### config.mk
export PLATFORM = sky130hd
export DESIGN_NAME = sprite_serializer
export DESIGN_NICKNAME = d
export VERILOG_FILES = /design/src/rtl/sprite_serializer.sv
export SDC_FILE = /design/constraint.sdc
export NUM_CORES = 1
export LEC_CHECK = 0
export BUFFER_PORTS_ARGS = -buffer_cell sky130_fd_sc_hd__buf_2
export CAP_MARGIN = 15
export CORE_MARGIN = 2
export CORE_UTILIZATION = 35
export DETAILED_ROUTE_END_ITERATION = 12
export PLACE_DENSITY = 0.62
export SLEW_MARGIN = 40
export SYNTH_ARGS = -nofsm -noshare
export SYNTH_HDL_FRONTEND = slang
export SYNTH_SLANG_ARGS = --single-unit
### constraint.sdc
create_clock -name clk -period 2.57 [get_ports clk]
set_clock_uncertainty 0.15 [all_clocks]
set_input_delay 0.1285 -clock clk [delete_from_list [all_inputs] [get_ports clk]]
set_output_delay 0.1285 -clock clk [all_outputs]
set_load 0.1 [all_outputs]
### src/rtl/sprite_serializer.sv
module sprite_serializer #(
  parameter int W = 8
) (
  input  logic         clk,
  input  logic         rst_n,
  input  logic         gfx_load,
  input  logic [W-1:0] gfx_wdata,
  input  logic         gfx_copy,
  input  logic         mirror,
  input  logic         use_old,
  input  logic         start,
  input  logic         pix_en,
  output logic         pix_out
);
  localparam int CW = $clog2(W);
  localparam logic [CW-1:0] LAST = CW'(W - 1);

  logic [W-1:0]  new_q, old_q;
  logic [CW-1:0] cnt_q;
  logic          active_q, refl_q;

  always_ff @(posedge clk or negedge rst_n) begin
    if (!rst_n) begin
      new_q <= '0;
      old_q <= '0;
    end else begin
      if (gfx_load) new_q <= gfx_wdata;
      if (gfx_copy) old_q <= new_q;
    end
  end

  always_ff @(posedge clk or negedge rst_n) begin
    if (!rst_n) begin
      cnt_q    <= '0;
      active_q <= 1'b0;
      refl_q   <= 1'b0;
    end else if (start) begin
      cnt_q    <= '0;
      active_q <= 1'b1;
      refl_q   <= mirror;
    end else if (active_q && pix_en) begin
      cnt_q <= cnt_q + 1'b1;
      if (cnt_q == LAST) active_q <= 1'b0;
    end
  end

  // Position 0 is the MSB; mirror uses the inverted counter outputs.
  logic [CW-1:0] pos;
  logic [W-1:0]  src;
  assign pos     = refl_q ? ~cnt_q : cnt_q;
  assign src     = use_old ? old_q : new_q;
  assign pix_out = active_q & src[LAST - pos];
endmodule

==> flow_metrics.tcl, run 1 <==
set metrics [dict create \
    outcome "finished clean" \
    fin_tns_setup_ps 0 \
    ys_top_cells_by_area "sky130_fd_sc_hd__dfrtp_1, sky130_fd_sc_hd__mux2_1, sky130_fd_sc_hd__mux2i_1, sky130_fd_sc_hd__nand2b_1, sky130_fd_sc_hd__ha_1" \
    rows 20 \
    die_footprint_sq_mm 0.00372 \
    drt_drc_violations_left 0 \
    synth_nets 118 \
    rsz0062_at_grt "no" \
    peakVddDrop_v 0.000239 \
    cts_tree "built" \
    timing.final.hold_violations 0 \
    design.portCount 17 \
    setup-violations-final 0 \
    proportion_of_netlist_area_held_by_the_largest_area_contributor_pct 46.2 \
    drt-initial-drc-count 8 \
    grt_usage_pct 13.3 \
    via_count_of_the_first_global_routing_pass 839 \
    die_w_um 61.0 \
    clockRootBuffer "sky130_fd_sc_hd__clkbuf_4" \
    synth_top_area_cell "sky130_fd_sc_hd__dfrtp_1" \
    min_period_ps 2370 \
    antenna-diode-count 0 \
    worst-path-max-fanout 15 \
    hold_slack_ps 58.0 \
    post_cts_setup_inserts 0 \
    globalplace.congestion 0.758 \
    powerDensity_mw_per_mm2 541 \
    numCtsBuffers 3 \
    worst-endpoint-required_ps 2290 \
    maximum_clock_frequency_mhz 422 \
    post_synth_inst_count 100 \
    final_antenna_net_count 0 \
    synth_seq_cells 21 \
    total_leakage_power_nw 0.602 \
    synth_warnings 0 \
    wire_length_of_the_first_global_routing_pass_um 3660 \
    num-nets-final 145 \
    max_slew_margin_pct 69.1 \
    dr.pass1.iters 3 \
    yosysSeqAreaShare_pct 46.2 \
    p_clk_share_pct 20.6 \
    layout-drive-gt1-share_pct 18.3 \
    period_share_pct 92.2 \
    endpoint_kind "output port" \
    worstSkewPairLatency_ps 300 \
    final-max-slew-violation-count 0 \
    initial_core_utilization_pct 37.0 \
    switchingPower_uw 235 \
    average_vias_per_placed_instance 4.84 \
    remaining_global_route_overflow 0 \
    port_buffers 16 \
    die_y_extent_um 61.0 \
    antenna_violations_before_repair 0 \
    fill_count 291 \
    core_area_sq_mm 0.00308 \
    yosys.cell_types.count 30 \
    clk_pin_slew_ps 110 \
    area_growth_pct 21.5 \
    wl_per_cell_um 11.8 \
    synth.cell_area_sq_mm 0.00114 \
    cts.htree.levels 1 \
    pin_count_of_the_biggest_net_entering_global_routing 22 \
    worst_slew_pin_slew_ps 464 \
    hold_path_class "in -> reg" \
    worstPathArrival_ps 2090 \
    sw_frac_of_total_pct 31.5 \
    comb_power_share_pct 26.0 \
    num_vias 822 \
    start_kind "flip-flop" \
    power_frac_seq_pct 53.4 \
    clock_sink_count 21 \
    internal-power_uw 513 \
    synthesis.area_per_instance_sq_um 11.4 \
    wirelength_um 2000 \
    fin_total_pwr_uw 748 \
    place.detailed.hpwl_um 1530 \
    max_cap_viol_count 0 \
    cts_buffer_depth 2 \
    worst-setup-path-type "reg -> out" \
]
-- path summary, 6_finish.rpt --
check	startpoint	endpoint	slack [ps]	depth (start not counted)
min in group asynchronous	rst_n	new_q[4]	140	2
max in group asynchronous	rst_n	cnt_q[0]	1810	2
max reg2reg	cnt_q[1]	cnt_q[2]	1060	4
min	gfx_load	new_q[3]	60	2
max	refl_q	pix_out	200	6
min reg2reg	old_q[4]	old_q[4]	340	1
-- synthesized netlist by cell type --
master and instances:
sky130_fd_sc_hd__dfrtp_1 21, sky130_fd_sc_hd__mux2_1 16, sky130_fd_sc_hd__mux2i_1 6, sky130_fd_sc_hd__nand2_1 6, sky130_fd_sc_hd__nand2b_1 5, sky130_fd_sc_hd__nand3_1 5
sky130_fd_sc_hd__a21oi_1 4, sky130_fd_sc_hd__o21ai_0 4, sky130_fd_sc_hd__nor2_1 3, sky130_fd_sc_hd__o22ai_1 3, sky130_fd_sc_hd__buf_4 2, sky130_fd_sc_hd__buf_6 2
sky130_fd_sc_hd__clkbuf_1 2, sky130_fd_sc_hd__ha_1 2, sky130_fd_sc_hd__mux2_2 2, sky130_fd_sc_hd__nor2b_1 2, sky130_fd_sc_hd__xor2_1 2, sky130_fd_sc_hd__a21o_1 1
sky130_fd_sc_hd__a221o_1 1, sky130_fd_sc_hd__a22oi_1 1, sky130_fd_sc_hd__and3_1 1, sky130_fd_sc_hd__and3b_1 1, sky130_fd_sc_hd__nand4b_1 1, sky130_fd_sc_hd__nor3b_1 1
sky130_fd_sc_hd__o21ai_1 1, sky130_fd_sc_hd__o221ai_1 1, sky130_fd_sc_hd__o311ai_1 1, sky130_fd_sc_hd__or2_1 1, sky130_fd_sc_hd__or3_1 1, sky130_fd_sc_hd__xnor2_1 1
-- power groups by stage --
stage	Combinational (mW)	Clock [mW]	Sequential (mW)
after floorplan	0.157	0	0.389
after global placement	0.175	0	0.403
after detailed placement	0.181	0	0.407
after CTS	0.195	0.163	0.400
after global routing	0.215	0.173	0.406
final	0.195	0.154	0.399
-- registers in the layout (all words and copies together) (netlist names) --
name and count:
cnt_q 3, old_q 8, active_q 1, new_q 8
refl_q 1
-- critical path: stages (launching register included) --
cell and delay [ps]:
sky130_fd_sc_hd__dfrtp_1 540, sky130_fd_sc_hd__or2_1 320, sky130_fd_sc_hd__mux2i_1 140, sky130_fd_sc_hd__a21oi_1 80, sky130_fd_sc_hd__o311ai_1 380, sky130_fd_sc_hd__a21oi_2 40, sky130_fd_sc_hd__clkbuf_4 290
-- cells by family (layout without fill, tap and decap cells) --
logic type                 after synthesis  after routing  share of synthesized area [%]
muxes                                   24             24                           23.1
buffers and inverters                    6             32                           3.96
adders and majority gates                2              2                           2.20
AOI/OAI and AO/OA                       17             17                           9.35
and+or+nand+nor                         27             27                           12.9
xor gates and xnor gates                 3              3                           2.31
DFF                                     21             21                           46.2
-- layer usage --
layer / global-route usage (%) / wire [um]
met1: 16.8 / 938
met2: 21.7 / 971
met3: 2.13 / 56
met4: 7.45 / 33
met5: 0 / 0
-- per-stage QoR --
step	setup slack [ps]	instance area, sq um	utilization, %	instances
after floorplan	268	1140	-	100
after global placement	513	1230	40.0	154
after detailed placement	435	1230	40.0	154
after CTS	82.8	1380	44.8	170
after global routing	63.4	1380	44.9	170
final	200	1380	44.9	170
-- area by class of cell --
type	instances	area, sq um	area share [%]
multi-input cells	73	571	41.3
well taps	44	55.1	3.99
clock buffers	3	22.5	1.63
flip-flops and latches	21	526	38.0
repair buffers	28	203	14.7
clock inverters	1	5.00	0.362
-- repair_timing --
action                                  in CTS  in global routing
hold endpoints to repair                    34                  0
hold buffers                                12                  0
endpoints found under the setup margin       0                  1
resized for setup                            0                  1
-- layout by cell type (no fill, tap or decap), types with 3 or more instances in the layout --
cell	instances
sky130_fd_sc_hd__a21oi_1	3
sky130_fd_sc_hd__buf_2	15
sky130_fd_sc_hd__clkbuf_4	4
sky130_fd_sc_hd__dfrtp_1	21
sky130_fd_sc_hd__dlygate4sd3_1	12
sky130_fd_sc_hd__mux2_1	16
sky130_fd_sc_hd__mux2i_1	6
sky130_fd_sc_hd__nand2_1	6
sky130_fd_sc_hd__nand2b_1	5
sky130_fd_sc_hd__nand3_1	5
sky130_fd_sc_hd__nor2_1	3
sky130_fd_sc_hd__o21ai_0	4
sky130_fd_sc_hd__o22ai_1	3
(Power assumes the default switching activity.)
==> inputs of run 2 (changes only) <==
CORE_MARGIN = default   (was 2)
CORE_UTILIZATION = 40   (was 35)
PLACE_DENSITY = 0.68   (was 0.62)
==> run 2 against run 1 <==
Net effect:
- first-iteration DRC count increased by 38%
- maximum frequency up 0.28%
- sequential share of layout area is 0.26 points higher
==> flow_metrics.tcl, run 2 (synthesis gave the netlist of run 1 again) <==
set metrics [dict create \
    area_growth_pct 20.9 \
    start_kind "flip-flop" \
    peakVddDrop_v 0.000452 \
    initial_core_utilization_pct 43.9 \
    core_area_sq_mm 0.00259 \
    crit_path_max_incr_delay_ps 540 \
    drt-initial-drc-count 11 \
    worstSkewPairLatency_ps 300 \
    power_frac_seq_pct 53.1 \
    powerDensity_mw_per_mm2 550 \
    crit_slowest_cell "sky130_fd_sc_hd__dfrtp_1" \
    layout-drive-gt1-share_pct 18.9 \
    rows 18 \
    post_cts_setup_inserts 0 \
    layout_commonest_cell "sky130_fd_sc_hd__dfrtp_1" \
    pin_count_of_the_biggest_net_entering_global_routing 22 \
    wire_length_of_the_first_global_routing_pass_um 3680 \
    route.layer.met1.wl_um 1000 \
    num-nets-final 146 \
    final-max-slew-violation-count 0 \
    place.detailed.hpwl_um 1540 \
    numPlacedInstances 140 \
    total_leakage_power_nw 0.607 \
    clk_pin_slew_ps 120 \
    cell_by_cell_trace_of_the_critical_path "and3b_1 > o21ai_0 > nand3_1 > a221o_1 > a21oi_2 > clkbuf_4" \
    port_buffers 16 \
    die_y_extent_um 55.3 \
    num_vias 855 \
    final_antenna_net_count 0 \
    detailroute.wirelength.met2_um 1050 \
    worstHoldEndpoint "new_q[1]" \
    antenna_violations_before_repair 0 \
    max_slew_margin_pct 68.8 \
    die_footprint_sq_mm 0.00306 \
    dr.pass1.iters 4 \
    average_vias_per_placed_instance 5.45 \
    worst-path-max-fanout 14 \
    numCtsBuffers 3 \
    p_clk_share_pct 20.6 \
    maximum_clock_frequency_mhz 423 \
    cts_buffer_depth 2 \
    globalplace.congestion 0.822 \
    worst_slew_pin_slew_ps 468 \
    clockRootBuffer "sky130_fd_sc_hd__clkbuf_4" \
    setup-violations-final 0 \
    fin_tns_setup_ps 0 \
    comb_power_share_pct 26.3 \
    endpoint_kind "output port" \
    max_cap_viol_count 0 \
    wirelength_um 2150 \
    timing.final.hold_violations 0 \
    min_period_ps 2360 \
    rsz0062_at_grt "no" \
    period_share_pct 91.9 \
    wl_per_cell_um 13.7 \
    worst-endpoint-required_ps 2290 \
    switchingPower_uw 241 \
    worst-setup-path-type "reg -> out" \
    die_w_um 55.3 \
    outcome "finished clean" \
    remaining_global_route_overflow 0 \
    drt_drc_violations_left 0 \
    worstPathArrival_ps 2080 \
    ff2ff_setup_slack_ps 700 \
    r2r_end "cnt_q[1]" \
    met3_length_um 65 \
    antenna-diode-count 0 \
    layout.cells.non_filler 157 \
    leading_cell_types_in_the_layout_fill_and_taps_excluded "sky130_fd_sc_hd__dfrtp_1, sky130_fd_sc_hd__mux2_1, sky130_fd_sc_hd__buf_2" \
    design.portCount 17 \
    sw_frac_of_total_pct 31.9 \
    worst_r2r_path_cells 4 \
    timing.hold.worst_path_depth 2 \
    cts_tree "built" \
    grt_usage_pct 15.1 \
    internal-power_uw 515 \
    cts.htree.levels 1 \
    clock_sink_count 21 \
    crit-reg2reg-launch "cnt_q[1]" \
    via_count_of_the_first_global_routing_pass 841 \
    hold_path.startpoint "gfx_load" \
    highest_layer "met4" \
    hold_path_class "in -> reg" \
    top_regs "new_q x8, old_q x8, cnt_q x3" \
]
==> run 2: cell count changes in the layout (fill, tap and decap cells not counted), sizes merged <==
cell         change
dlygate4sd3      +1
==> run 2: power by group through the flow <==
stage | clock (mW) | combinational [mW] | sequential (mW)
2_1_floorplan | 0 | 0.157 | 0.389
3_3_place_gp | 0 | 0.177 | 0.403
3_5_place_dp | 0 | 0.181 | 0.408
4_1_cts | 0.163 | 0.198 | 0.401
5_1_grt | 0.176 | 0.216 | 0.408
6_report | 0.156 | 0.198 | 0.401
==> run 2: metrics by stage <==
step	power, mW	hold WS, ps	setup WS, ps	util (%)	instance area, sq um
after floorplan	0.546	-317	268	-	1140
after detailed placement	0.589	-37.5	389	46.9	1210
final	0.756	53.2	207	53.1	1380
after global placement	0.580	-40.1	515	46.9	1210
after global routing	0.800	65.9	65.5	53.1	1380
after CTS	0.762	54.9	17.3	52.9	1370
==> run 2: final cells by class <==
| cell class | instances | area (sq um) |
|---|---|---|
| clock buffer | 3 | 22.5 |
| timing repair buffer | 29 | 213 |
| sequential | 21 | 527 |
| multi-input combinational | 73 | 571 |
| fill | 236 | 1210 |
| clock inverter | 1 | 5.00 |
| tap | 30 | 37.5 |
==> run 2: how the worst max path moves through the flow <==
stage	slack, ps	startpoint	depth (start not counted)	endpoint
after floorplan	270	cnt_q[0]	6	pix_out
after global placement	510	refl_q	6	pix_out
after detailed placement	390	refl_q	6	pix_out
after CTS	20	refl_q	6	pix_out
after global routing	70	cnt_q[1]	6	pix_out
final	210	cnt_q[1]	6	pix_out
==> run 2: timing repair <==
item | CTS | global route
endpoints found under the hold margin | 34 | 0
hold buffers | 13 | 0
gates resized for setup | 0 | 2
setup endpoints to repair | 0 | 1
==> run 2: metal layers <==
layer  global-route usage, %  up-vias
met1                    20.3      417
li1                        -      416
met2                    23.8       18
met5                       0        -
met4                    8.21        0
met3                    1.64        4
==> run 2: critical path: cells and delay by family (launching register included) <==
| family | cells | cell delay, ps |
|---|---|---|
| simple gates | 2 | 320 |
| buf+inv | 1 | 330 |
| flops | 1 | 540 |
| compound gates | 3 | 590 |
